### config.mk
export PLATFORM = sky130hd
export DESIGN_NAME = br_eval
export DESIGN_NICKNAME = d
export VERILOG_FILES = /design/src/rtl/br_pkg.sv /design/src/rtl/br_decode.sv /design/src/rtl/br_compare.sv /design/src/rtl/br_target.sv /design/src/rtl/br_eval.sv
export SDC_FILE = /design/constraint.sdc
export NUM_CORES = 1
export LEC_CHECK = 0
export BUFFER_PORTS_ARGS = -buffer_cell sky130_fd_sc_hd__buf_2
export CAP_MARGIN = 0
export CORE_ASPECT_RATIO = 1.5
export CORE_MARGIN = 4
export CORE_UTILIZATION = 45
export DETAILED_ROUTE_END_ITERATION = 10
export HOLD_SLACK_MARGIN = 0.05
export PLACE_DENSITY = 0.76
export SLEW_MARGIN = 20
export SYNTH_ARGS = -nofsm -noshare
export SYNTH_HDL_FRONTEND = slang
export SYNTH_SLANG_ARGS = --single-unit
### constraint.sdc
create_clock -name clk -period 9.4 [get_ports clk]
set_input_delay 1.88 -clock clk [delete_from_list [all_inputs] [get_ports clk]]
set_output_delay 1.88 -clock clk [all_outputs]
set_load 0.1 [all_outputs]
### src/rtl/br_pkg.sv
package br_pkg;

    // Instruction class values held in opcode bits 2:0
    localparam logic [2:0] CLS_WIDE   = 3'd5;
    localparam logic [2:0] CLS_NARROW = 3'd6;

    // Operation codes held in opcode bits 7:4
    typedef enum logic [3:0] {
        OP_ALWAYS = 4'h0,
        OP_EQ     = 4'h1,
        OP_UGT    = 4'h2,
        OP_UGE    = 4'h3,
        OP_ANY    = 4'h4,
        OP_NE     = 4'h5,
        OP_SGT    = 4'h6,
        OP_SGE    = 4'h7,
        OP_CALL   = 4'h8,
        OP_RET    = 4'h9,
        OP_ULT    = 4'ha,
        OP_ULE    = 4'hb,
        OP_SLT    = 4'hc,
        OP_SLE    = 4'hd,
        OP_RSV_E  = 4'he,
        OP_RSV_F  = 4'hf
    } br_op_e;

    // Call kinds taken from the source-register field
    localparam logic [3:0] CALL_HELPER_ADDR = 4'd0;
    localparam logic [3:0] CALL_LOCAL       = 4'd1;
    localparam logic [3:0] CALL_HELPER_TYPE = 4'd2;

    typedef struct packed {
        logic   legal;
        logic   is_cond;
        logic   is_always;
        logic   is_call;
        logic   call_local;
        logic   is_ret;
        logic   wide;
        logic   use_reg;
        br_op_e op;
    } br_dec_t;

    typedef struct packed {
        logic eq;
        logic ult;
        logic slt;
        logic any;
    } br_rel_t;

    // Picks the relation named by op out of the primitive flags
    function automatic logic rel_pick(br_op_e op, br_rel_t r);
        logic res;
        unique case (op)
            OP_EQ:   res = r.eq;
            OP_NE:   res = !r.eq;
            OP_UGT:  res = !r.ult && !r.eq;
            OP_UGE:  res = !r.ult;
            OP_ULT:  res = r.ult;
            OP_ULE:  res = r.ult || r.eq;
            OP_SGT:  res = !r.slt && !r.eq;
            OP_SGE:  res = !r.slt;
            OP_SLT:  res = r.slt;
            OP_SLE:  res = r.slt || r.eq;
            OP_ANY:  res = r.any;
            default: res = 1'b0;
        endcase
        return res;
    endfunction

    function automatic logic op_is_relation(br_op_e op);
        return (op inside {OP_EQ, OP_UGT, OP_UGE, OP_ANY, OP_NE, OP_SGT,
                           OP_SGE, OP_ULT, OP_ULE, OP_SLT, OP_SLE});
    endfunction

endpackage

### src/rtl/br_decode.sv
module br_decode
    import br_pkg::*;
(
    input  logic          clk,
    input  logic          rst,
    input  logic [7:0]    opcode,
    input  logic [3:0]    src_sel,
    output br_dec_t       dec
);
    logic [2:0] cls;
    br_op_e     op;
    logic       cls_w;
    logic       cls_n;

    assign cls   = opcode[2:0];
    assign op    = br_op_e'(opcode[7:4]);
    assign cls_w = (cls == CLS_WIDE);
    assign cls_n = (cls == CLS_NARROW);

    always_comb begin
        dec            = '0;
        dec.op         = op;
        dec.wide       = cls_w;
        dec.use_reg    = opcode[3];
        if (op_is_relation(op)) begin
            dec.legal   = cls_w || cls_n;
            dec.is_cond = cls_w || cls_n;
        end else if (op == OP_ALWAYS) begin
            dec.legal     = cls_w;
            dec.is_always = cls_w;
        end else if (op == OP_CALL) begin
            if (cls_w && (src_sel == CALL_HELPER_ADDR || src_sel == CALL_LOCAL ||
                          src_sel == CALL_HELPER_TYPE)) begin
                dec.legal      = 1'b1;
                dec.is_call    = 1'b1;
                dec.call_local = (src_sel == CALL_LOCAL);
            end
        end else if (op == OP_RET) begin
            dec.legal  = cls_w;
            dec.is_ret = cls_w;
        end
    end

    // a legal instruction belongs to exactly one kind, an illegal one to none
    assert_single_kind_R10: assert property (@(posedge clk) disable iff (rst)
        dec.legal |-> ($countones({dec.is_cond, dec.is_always, dec.is_call, dec.is_ret}) == 1));

    assert_no_kind_when_bad_R10: assert property (@(posedge clk) disable iff (rst)
        !dec.legal |-> ({dec.is_cond, dec.is_always, dec.is_call, dec.is_ret} == 4'b0000));

    // the narrow class has no unconditional jump, call or return
    assert_narrow_restrict_R10: assert property (@(posedge clk) disable iff (rst)
        (opcode[2:0] == CLS_NARROW && opcode[7:4] inside {4'h0, 4'h8, 4'h9}) |-> !dec.legal);

endmodule

### src/rtl/br_compare.sv
module br_compare
    import br_pkg::*;
#(
    parameter int DATA_W = 64,
    parameter int IMM_W  = 32
) (
    input  logic              clk,
    input  logic              rst,
    input  logic [DATA_W-1:0] dst_val,
    input  logic [DATA_W-1:0] src_val,
    input  logic [IMM_W-1:0]  imm,
    input  br_dec_t           dec,
    output logic              hit
);
    localparam int HALF_W = DATA_W / 2;
    localparam int EXT_W  = DATA_W - IMM_W;

    logic [DATA_W-1:0] imm_ext;
    logic [DATA_W-1:0] opnd_b;
    logic [DATA_W-1:0] a_u;
    logic [DATA_W-1:0] b_u;
    logic              a_neg;
    logic              b_neg;
    br_rel_t           rel;

    generate
        if (EXT_W > 0) begin : g_sext
            assign imm_ext = {{EXT_W{imm[IMM_W-1]}}, imm};
        end else begin : g_plain
            assign imm_ext = imm[DATA_W-1:0];
        end
    endgenerate

    assign opnd_b = dec.use_reg ? src_val : imm_ext;

    // Narrow comparisons see zero-extended low halves and the half-width sign bit
    always_comb begin
        if (dec.wide) begin
            a_u   = dst_val;
            b_u   = opnd_b;
            a_neg = dst_val[DATA_W-1];
            b_neg = opnd_b[DATA_W-1];
        end else begin
            a_u   = {{(DATA_W-HALF_W){1'b0}}, dst_val[HALF_W-1:0]};
            b_u   = {{(DATA_W-HALF_W){1'b0}}, opnd_b[HALF_W-1:0]};
            a_neg = dst_val[HALF_W-1];
            b_neg = opnd_b[HALF_W-1];
        end
    end

    always_comb begin
        rel.eq  = (a_u == b_u);
        rel.ult = (a_u < b_u);
        rel.slt = (a_neg != b_neg) ? a_neg : (a_u < b_u);
        rel.any = |(a_u & b_u);
    end

    assign hit = dec.is_cond && rel_pick(dec.op, rel);

    // equality and inequality never both hit on the same operands
    assert_eq_excl_R5: assert property (@(posedge clk) disable iff (rst)
        (dec.is_cond && dec.op == OP_EQ && hit) |-> (rel.eq && !rel.ult));

    // unsigned less-than implies the operands differ
    assert_ult_ne_R3: assert property (@(posedge clk) disable iff (rst)
        rel.ult |-> !rel.eq);

endmodule

### src/rtl/br_target.sv
module br_target #(
    parameter int PC_W  = 32,
    parameter int OFF_W = 16
) (
    input  logic [PC_W-1:0]  pc,
    input  logic [OFF_W-1:0] offset,
    input  logic             jump,
    output logic [PC_W-1:0]  next_pc
);
    localparam int EXT_W = PC_W - OFF_W;

    logic [PC_W-1:0] off_ext;
    logic [PC_W-1:0] step;

    generate
        if (EXT_W > 0) begin : g_sext
            assign off_ext = {{EXT_W{offset[OFF_W-1]}}, offset};
        end else begin : g_trunc
            assign off_ext = offset[PC_W-1:0];
        end
    endgenerate

    assign step    = jump ? off_ext : '0;
    assign next_pc = pc + PC_W'(1) + step;

endmodule

### src/rtl/br_eval.sv
module br_eval
    import br_pkg::*;
#(
    parameter int DATA_W = 64,
    parameter int IMM_W  = 32,
    parameter int OFF_W  = 16,
    parameter int PC_W   = 32
) (
    input  logic              clk,
    input  logic              rst,
    input  logic [7:0]        opcode_i,
    input  logic [3:0]        src_sel_i,
    input  logic [DATA_W-1:0] dst_val_i,
    input  logic [DATA_W-1:0] src_val_i,
    input  logic [IMM_W-1:0]  imm_i,
    input  logic [OFF_W-1:0]  offset_i,
    input  logic [PC_W-1:0]   pc_i,
    output logic              taken_o,
    output logic [PC_W-1:0]   next_pc_o,
    output logic              is_call_o,
    output logic              is_exit_o,
    output logic              illegal_o
);
    br_dec_t         dec;
    logic            hit;
    logic            jump;
    logic [PC_W-1:0] nxt;
    logic            primed_q;

    br_decode u_decode (
        .clk     (clk),
        .rst     (rst),
        .opcode  (opcode_i),
        .src_sel (src_sel_i),
        .dec     (dec)
    );

    br_compare #(.DATA_W(DATA_W), .IMM_W(IMM_W)) u_compare (
        .clk     (clk),
        .rst     (rst),
        .dst_val (dst_val_i),
        .src_val (src_val_i),
        .imm     (imm_i),
        .dec     (dec),
        .hit     (hit)
    );

    assign jump = dec.legal && (dec.is_always || hit || (dec.is_call && dec.call_local));

    br_target #(.PC_W(PC_W), .OFF_W(OFF_W)) u_target (
        .pc      (pc_i),
        .offset  (offset_i),
        .jump    (jump),
        .next_pc (nxt)
    );

    always_ff @(posedge clk) begin
        if (rst) begin
            taken_o   <= 1'b0;
            next_pc_o <= '0;
            is_call_o <= 1'b0;
            is_exit_o <= 1'b0;
            illegal_o <= 1'b0;
            primed_q  <= 1'b0;
        end else begin
            taken_o   <= jump;
            next_pc_o <= nxt;
            is_call_o <= dec.is_call;
            is_exit_o <= dec.is_ret;
            illegal_o <= !dec.legal;
            primed_q  <= 1'b1;
        end
    end

    // an illegal result carries no action
    assert_illegal_quiet_R10: assert property (@(posedge clk) disable iff (rst || !primed_q)
        illegal_o |-> (!taken_o && !is_call_o && !is_exit_o));

    // a result that does not jump points at the following slot
    assert_fallthrough_R6: assert property (@(posedge clk) disable iff (rst || !primed_q)
        !taken_o |-> (next_pc_o == $past(pc_i) + PC_W'(1)));

    // a return never jumps
    assert_exit_no_jump_R9: assert property (@(posedge clk) disable iff (rst || !primed_q)
        is_exit_o |-> !taken_o);

    // the wide unconditional jump is always taken
    assert_always_taken_R7: assert property (@(posedge clk) disable iff (rst || !primed_q)
        ($past(opcode_i) == 8'h05) |-> taken_o);

    // only the local call kind jumps
    assert_call_kind_R8: assert property (@(posedge clk) disable iff (rst || !primed_q)
        is_call_o |-> (taken_o == ($past(src_sel_i) == 4'd1)));

    // reset leaves every output cleared
    assert_reset_clear_R11: assert property (@(posedge clk)
        $past(rst) |-> ({taken_o, is_call_o, is_exit_o, illegal_o} == 4'b0 && next_pc_o == '0));

endmodule

==> results of run 1 <==
[per-layer routing]
layer	global-route usage (%)	up-vias
li1	-	3332
met5	0	-
met1	23.89	2947
met4	8.492	4
met3	3.820	48
met2	43.88	229
[power breakdown]
group,leakage [nW],switching (mW),internal [mW]
Combinational,4.36,0.221,0.118
Sequential,0.299,0.00257,0.165
Clock,0.0760,0.0606,0.111
Total,4.74,0.284,0.394
[tightest hold or removal path, delay by kind of cell]
family | cells | cell delay, ns
buffers and inverters | 1 | 0.12
and+or+nand+nor | 1 | 0.08
AOI/OAI and AO/OA | 1 | 0.07
[registers in the layout, summed over array words and instances, names as in the netlist]
register	count
taken_o	1
next_pc_o	32
is_exit_o	1
is_call_o	1
illegal_o	1
[cells in the final DEF, fill, tap and decap left out, types with 2 or more instances in the layout]
cell,netlist,layout
o21a_1,7,7
nor3_1,16,16
o31a_1,3,3
a31oi_1,9,9
nand4_1,20,20
a21boi_0,4,4
nand3b_1,2,2
and2_1,46,46
a211oi_1,5,5
nand3_1,17,17
o21bai_1,2,2
a311o_1,2,2
a21oi_1,45,45
nand2b_1,11,11
nor4_1,22,22
buf_4,0,3
dfxtp_1,36,36
or3_1,3,3
o211ai_1,3,3
o311a_1,2,2
a21o_1,17,17
buf_2,1,257
nor3b_1,3,3
o21ai_0,18,18
inv_1,79,79
clkbuf_8,0,2
xnor2_1,12,12
clkbuf_16,0,5
nor4b_1,2,2
mux2i_1,31,31
xor2_1,14,14
nor2_1,44,44
or2_2,3,3
o22ai_1,2,2
nor2b_1,8,8
and3_1,5,5
ha_1,159,159
nand2_1,124,124
o31ai_1,2,2
[per-stage QoR]
stage / instance area, um2 / utilization [%] / std cells
after floorplan: 6231 / - / 825
after global routing: 7826 / 57.83 / 1232
final: 7826 / 57.83 / 1232
after CTS: 7824 / 57.81 / 1231
after detailed placement: 7671 / 56.68 / 1224
after global placement: 7671 / 56.68 / 1224
[worst paths after layout]
path / from / end / slack [ns] / cells after the start
max: opcode_i[1] / next_pc_o[30]$_SDFF_PP0_ / 0.84 / 27
min: pc_i[31] / next_pc_o[31]$_SDFF_PP0_ / 1.92 / 3
[area by class of cell]
class	count	area (um2)	area share [%]
Multi-Input combinational cell	686	5122	65.45
Timing Repair Buffer	261	1329	16.98
Sequential cell	36	720.7	9.209
Inverter	79	296.5	3.789
Tap cell	162	202.7	2.590
Clock buffer	7	152.6	1.950
Antenna cell	1	2.502	0.03197
[logic make-up (layout without fill, tap and decap cells)]
logic type	Yosys count	count (layout)	synth area share, %
DFF	36	36	11.57
AOI/OAI and AO/OA	134	134	14.52
muxes	32	32	5.161
xor gates and xnor gates	26	26	3.655
other	0	1	0
and+or+nand+nor	334	334	26.63
buffers and inverters	103	347	6.225
adders and majority gates	160	160	32.25
==> out/results.ini, run 1 <==
[global_route]
grt_usage_pct=22.58
grt_pass1_vias=6758
grt_max_degree=65
grt_pass1_wl_um=30260
grt_overflow_total=0
antenna_found_initial=3

[clock_network]
cts_root_buffer=clkbuf_16
ctsHoldBuffers=0
cts_tree=yes
cts_resized=0
cts_htree_levels=2
cts_setup_buffers=0
clk_pin_slew_worst_paths_ns=0.05
cts_buffer_depth=2
cts_buffers=5
cts.sinks=36

[setup_path]
crit_family=simple AND/OR/NAND/NOR gates
start_kind=input port
worstSetupEndpointType=register
criticalPathCategory=in -> reg
crit_fanout=64
crit_buf_inv=2
crit_required_ns=9.54
max_stage_delay_ns=0.53
slowest_stage=nor4_2
critPathArrivalTime_ns=8.70
crit_top_cell=o21ai_0

[synthesis]
synth_async_sr_flop_share_pct=0
synth-edff-count=0
synth_common_cells=159 x ha_1, 124 x nand2_1, 79 x inv_1
syn_area_per_cell_um2=7.553
seq_area_frac_synth_pct=11.57
synth_top_area_share_pct=31.93
synth_largest_area_cell=ha_1
synth_cell_type_count=61
netlist_instances=825
synth_most_common_cell=ha_1
yosys_warnings=0
syn_nets=1207
synth.area.top_cells=ha_1 32%, dfxtp_1 12%, nand2_1 7.5%
ys.flop_type=dfxtp_1
syn-cell-area_um2=6231
ys_ff_latch=36

[placement]
gp_congestion=0.9103
place_worst_setup_slack_ns=0.5731
buffer_ports.inserted=257
hpwl_um=16160

[die]
io_pins=258
die_y_um=152.1
fp.dieW_um=104.1
die-area_um2=15830
core_um2=13530
rows=52
start_util_pct=46.04

[pwr]
irDropWorstVdd_mv=0.09701
powerDensity_nw_per_um2=86.63
total_power_uw=678.0
leakagePower_nw=4.738

[sta]
worst-slew-pin-transition_ns=0.8221
finalWorstPathRequiredPeriod_ns=8.561
finalMaxSlewViolations=0
relSlewSlack_pct=43.77
hold_violations=0
finalSetupViolations=0
setup_tns_ns=0
grt_setup_unrepaired=no
hold_ws_ns=1.924
max_freq_mhz=116.8
fin_ws_ns=0.8385
post-route-period-util_pct=91.08

[cells_and_area]
layout.nets=1451
fillers=1308
drive_above_1_share_pct=26.19
area_growth_pct=25.60

[worst_hold_path]
hold_path.class=in -> reg

[job]
cap_violations=0

[routing]
met2_length_um=9736
drt-wirelength-per-cell_um=14.88
dr.pass1.iters=4
wl_met3_um=1113
viasPerCell=5.325
wirelength_um=18330
drc_errors=0
m1WireLength_um=6821
highest_layer=met5
drtIter0Drc=128
vias=6560
ant_nets=0

[run_status]
outcome=finished clean

(Power assumes the default switching activity.)
==> run 2, diff against run 1 <==
==> constraint.sdc (replaced) <==
create_clock -name clk -period 8.85 [get_ports clk]
set_input_delay 1.77 -clock clk [delete_from_list [all_inputs] [get_ports clk]]
set_output_delay 1.77 -clock clk [all_outputs]
set_load 0.1 [all_outputs]
==> run 2 against run 1 <==
  * Hold slack worse by 0.11 ns
  * Critical path type unchanged
  * Wire length down 1.5%
  * Total power up 5.0%
==> out/results.ini, run 2 (synthesis results as in run 1) <==
[pwr]
leakagePower_nw=4.746  ; was 4.738 nW
total_power_uw=712.0  ; was 678.0 uW
powerDensity_nw_per_um2=90.75  ; was 86.63 nW/um2
irDropWorstVdd_mv=0.1141  ; was 0.09701 mV

[cells_and_area]
area_growth_pct=25.90  ; was 25.60%
mostFrequentLayoutCells=257 x buf_2, 159 x ha_1, 124 x nand2_1  ; unchanged
fillers=1297  ; was 1308
antenna_cells=0  ; was 1
layout.nets=1453  ; was 1451
regMostFlops=next_pc_o  ; unchanged
largest_reg_flops=32  ; unchanged
drive_above_1_share_pct=26.49  ; was 26.19%
final_common_cell=buf_2  ; unchanged

[sta]
relSlewSlack_pct=52.62  ; was 43.77%
hold_violations=0  ; unchanged
worst-slew-pin-transition_ns=0.6927  ; was 0.8221 ns
setup_tns_ns=0  ; unchanged
post-route-period-util_pct=91.97
finalWorstPathRequiredPeriod_ns=8.139
finalSetupViolations=0  ; unchanged
hold_ws_ns=1.810  ; was 1.924 ns
max_freq_mhz=122.9
grt_setup_unrepaired=no  ; unchanged
finalMaxSlewViolations=0  ; unchanged

[routing]
ant_nets=0  ; unchanged
drt-wirelength-per-cell_um=14.64  ; was 14.88 um
dr.pass1.iters=4  ; unchanged
drc_errors=0  ; unchanged
vias=6489  ; was 6560
viasPerCell=5.259  ; was 5.325
drtIter0Drc=128  ; unchanged
wirelength_um=18060  ; was 18330 um

[setup_path]
crit_fanout=25  ; was 64
start_kind=input port  ; unchanged
crit_required_ns=9.01  ; was 9.54 ns
critPathArrivalTime_ns=8.30  ; was 8.70 ns
worstSetupEndpointType=register  ; unchanged
crit_buf_inv=4  ; was 2
criticalPathCategory=in -> reg  ; unchanged
crit_family=compound AO/OA/AOI/OAI gates  ; was simple AND/OR/NAND/NOR gates
slowest_stage=a311o_1  ; was nor4_2
max_stage_delay_ns=0.44  ; was 0.53 ns
crit_top_cell=a31oi_1  ; was o21ai_0

[clock_network]
cts_buffer_depth=2  ; unchanged
clk_pin_slew_worst_paths_ns=0.06  ; was 0.05 ns
cts_tree=yes  ; unchanged
cts_buffers=5  ; unchanged
cts.sinks=36  ; unchanged
cts_setup_buffers=0  ; unchanged
cts_root_buffer=clkbuf_16  ; unchanged
cts_htree_levels=2  ; unchanged

[die]
die_y_um=152.1  ; unchanged
die-area_um2=15830  ; unchanged
start_util_pct=46.04  ; unchanged
io_pins=258  ; unchanged
fp.dieW_um=104.1  ; unchanged
rows=52  ; unchanged
core_um2=13530  ; unchanged

[placement]
gp_congestion=0.8877  ; was 0.9103
hpwl_um=15940  ; was 16160 um
buffer_ports.inserted=257  ; unchanged

[global_route]
grt_pass1_wl_um=29470  ; was 30260 um
grt_pass1_vias=6594  ; was 6758
antenna_found_initial=0  ; was 3
grt_overflow_total=0  ; unchanged
grt_usage_pct=22.05  ; was 22.58%
grt_max_degree=65  ; unchanged

[worst_hold_path]
hold_path.class=in -> reg  ; unchanged

[run_status]
outcome=finished clean  ; unchanged

[job]
cap_violations=0  ; unchanged

## run 2: cell count changes in the layout (fill, tap and decap cells not counted)
cell	before	now
diode_2	1	0
buf_4	3	5
a31oi_2	1	0
clkinv_4	0	1
nor4_2	1	2
nor4_1	22	21
clkbuf_8	2	0
clkinv_2	0	2
a31oi_4	0	1
## run 2: cell type report
class	count	area (um2)	area share (%)
flip-flops and latches	36	720.7	9.187
clock inverters	3	18.77	0.2392
multi-input cells	686	5137	65.49
inverters	79	296.5	3.780
well taps	162	202.7	2.584
repair buffers	263	1344	17.13
clock buffers	5	125.1	1.595
## run 2: path summary, 6_finish.rpt
path,start,endpoint,cells past startpoint
setup / recovery,opcode_i[3],next_pc_o[31]$_SDFF_PP0_,28
hold / removal,pc_i[31],next_pc_o[31]$_SDFF_PP0_,3
## run 2: repair_timing
action	CTS	global route
setup endpoints to repair	0	4
hold buffers	0	0
resized for setup	0	2
## run 2: per-layer routing
metal  wire length (um)  track usage (%)  vias to the layer above
li1                   -                -                     3355
met1               6958            23.68                     2870
met2               9520            43.07                      228
met3               1035            3.141                       36
met4                551            7.858                        0
met5                  0                0                        -
## run 2: stage by stage
| step | setup WS, ns | util (%) | instances | cell area [um2] |
|---|---|---|---|---|
| 6_report | 0.7111 | 57.97 | 1234 | 7845 |
| 5_1_grt | 0.04595 | 57.97 | 1234 | 7845 |
| 4_1_cts | 0.4382 | 57.86 | 1234 | 7830 |
| 3_5_place_dp | 0.1394 | 56.80 | 1226 | 7686 |
| 3_3_place_gp | 0.2701 | 56.80 | 1226 | 7686 |
| 2_1_floorplan | 0.8561 | - | 825 | 6231 |
## run 2: worst min-delay path: stages
cell and delay [ns]:
buf_2 0.12, nand3b_1 0.08, o211ai_1 0.08
## run 2: power by group
part	internal (mW)	switching, mW	total [mW]
Clock	0.104	0.0686	0.172
Combinational	0.126	0.236	0.362
Sequential	0.175	0.00293	0.178
Total	0.405	0.307	0.712
==> run 3, diff against run 2 <==
--- a/config.mk
+++ b/config.mk
@@ -10,6 +10,7 @@
 export CORE_ASPECT_RATIO = 1.5
 export CORE_MARGIN = 4
 export CORE_UTILIZATION = 45
+export CTS_BUF_LIST = sky130_fd_sc_hd__clkbuf_2 sky130_fd_sc_hd__clkbuf_4 sky130_fd_sc_hd__clkbuf_8
 export DETAILED_ROUTE_END_ITERATION = 10
 export HOLD_SLACK_MARGIN = 0.05
 export PLACE_DENSITY = 0.76
==> run 3 against run 2 <==
  * Total power fell by 7.9%
  * Highest routed layer unchanged
  * Largest cell class unchanged
  * Largest power group unchanged
  * Worst setup slack improved by 0.0040 ns
  * Sequential power about the same
==> out/results.ini, run 3 (synthesis results as in run 1) <==
[pwr]
irDropWorstVdd_mv=0.09365  ; was 0.1141 mV
powerDensity_nw_per_um2=84.19  ; was 90.75 nW/um2
intPower_uw=355.8  ; was 404.8 uW
leakagePower_nw=4.720  ; was 4.746 nW
switching_power_uw=300.2  ; was 307.1 uW
seqPwrFrac_pct=27.0  ; was 25.0%
total_power_uw=656.0  ; was 712.0 uW
p_clk_share_pct=17.8  ; was 24.2%
power_frac_comb_pct=55.1  ; was 50.8%
swShare_pct=45.76  ; was 43.14%

[setup_path]
crit_top_cell=a31oi_1  ; unchanged
crit_required_ns=9.03  ; was 9.01 ns
crit_family=compound AO/OA/AOI/OAI gates  ; unchanged
criticalPathCategory=in -> reg  ; unchanged
crit_fanout=25  ; unchanged
max_stage_delay_ns=0.44  ; about the same
critPathArrivalTime_ns=8.32  ; was 8.30 ns
slowest_stage=a311o_1  ; unchanged
start_kind=input port  ; unchanged
worstSetupEndpointType=register  ; unchanged
crit_buf_inv=4  ; unchanged

[sta]
setup_tns_ns=0  ; unchanged
max_freq_mhz=122.9  ; about the same
finalSetupViolations=0  ; unchanged
post-route-period-util_pct=91.92  ; was 91.97%
hold_violations=0  ; unchanged
relSlewSlack_pct=53.55  ; was 52.62%
worst-slew-pin-transition_ns=0.6968  ; was 0.6927 ns
hold_ws_ns=1.793  ; was 1.810 ns
finalMaxSlewViolations=0  ; unchanged
grt_setup_unrepaired=no  ; unchanged
finalWorstPathRequiredPeriod_ns=8.135  ; was 8.139 ns

[clock_network]
cts_buffer_depth=2  ; unchanged
cts_buffers=5  ; unchanged
cts_resized=0  ; unchanged
cts_root_buffer=clkbuf_8  ; was clkbuf_16
cts_tree=yes  ; unchanged
clk_pin_slew_worst_paths_ns=0.07  ; was 0.06 ns
cts_htree_levels=2  ; unchanged
cts_setup_buffers=0  ; unchanged
ctsHoldBuffers=0  ; unchanged
cts.sinks=36  ; unchanged

[cells_and_area]
mostFrequentLayoutCells=257 x buf_2, 159 x ha_1, 124 x nand2_1  ; unchanged
area_growth_pct=25.04  ; was 25.90%
multi_input_area_um2=5137  ; unchanged
final_common_cell=buf_2  ; unchanged
largest_reg_flops=32  ; unchanged
fillers=1305  ; was 1297
regMostFlops=next_pc_o  ; unchanged
layout.cells.non_filler=1235  ; was 1234
layout.nets=1453  ; unchanged
seq_area_um2=720.7  ; unchanged
final_core_util_pct=57.57  ; was 57.97%
drive_above_1_share_pct=26.49  ; unchanged

[run_status]
outcome=finished clean  ; unchanged

[die]
core_um2=13530  ; unchanged
io_pins=258  ; unchanged
start_util_pct=46.04  ; unchanged
rows=52  ; unchanged
die_y_um=152.1  ; unchanged
die-area_um2=15830  ; unchanged
fp.dieW_um=104.1  ; unchanged

[routing]
vias=6514  ; was 6489
wirelength_um=17950  ; was 18060 um
dr.pass1.iters=4  ; unchanged
drtIter0Drc=140  ; was 128
drt-wirelength-per-cell_um=14.54  ; was 14.64 um
viasPerCell=5.274  ; was 5.259
ant_nets=0  ; unchanged
drc_errors=0  ; unchanged

[job]
cap_violations=0  ; unchanged

[global_route]
grt_overflow_total=0  ; unchanged
grt_usage_pct=21.85  ; was 22.05%
antenna_found_initial=0  ; unchanged
grt_pass1_wl_um=29290  ; was 29470 um
grt_pass1_vias=6578  ; was 6594
grt_max_degree=65  ; unchanged

[worst_hold_path]
hold_path.class=in -> reg  ; unchanged

[placement]
gp_congestion=0.8877  ; unchanged
hpwl_um=15940  ; unchanged
placed_cells=1226  ; unchanged
buffer_ports.inserted=257  ; unchanged

==> run 3: layer usage <==
layer	GRT usage, %	share of wire [%]	vias to the layer above
met3	3.056	6.1	40
met4	7.858	3.2	0
li1	-	-	3356
met2	42.45	52	239
met5	0	0	-
met1	23.67	38	2879
==> run 3: worst paths after layout <==
path,cells past startpoint,end,from
setup / recovery,28,next_pc_o[31]$_SDFF_PP0_,opcode_i[3]
hold / removal,3,next_pc_o[31]$_SDFF_PP0_,pc_i[31]
==> run 3: stage by stage <==
stage	area [um2]	setup slack (ns)
2_1_floorplan	6231	0.8561
3_3_place_gp	7686	0.2701
3_5_place_dp	7686	0.1394
4_1_cts	7774	0.4591
5_1_grt	7789	0.06672
6_report	7791	0.7151
==> run 3: power groups by stage <==
stage / combinational (mW) / sequential, mW / clock (mW)
floorplan: 0.160 / 0.274 / 0
global placement: 0.357 / 0.181 / 0
global route: 0.397 / 0.179 / 0.129
CTS: 0.362 / 0.177 / 0.120
detailed placement: 0.360 / 0.181 / 0
finish: 0.362 / 0.177 / 0.117
==> run 3: final cells by class <==
cell class / count / area share, %
Sequential cell: 36 / 9.250
Clock buffer: 5 / 0.8833
Multi-Input combinational cell: 686 / 65.94
Antenna cell: 1 / 0.03212
Tap cell: 162 / 2.602
Inverter: 79 / 3.806
Clock inverter: 3 / 0.2409
Timing Repair Buffer: 263 / 17.25
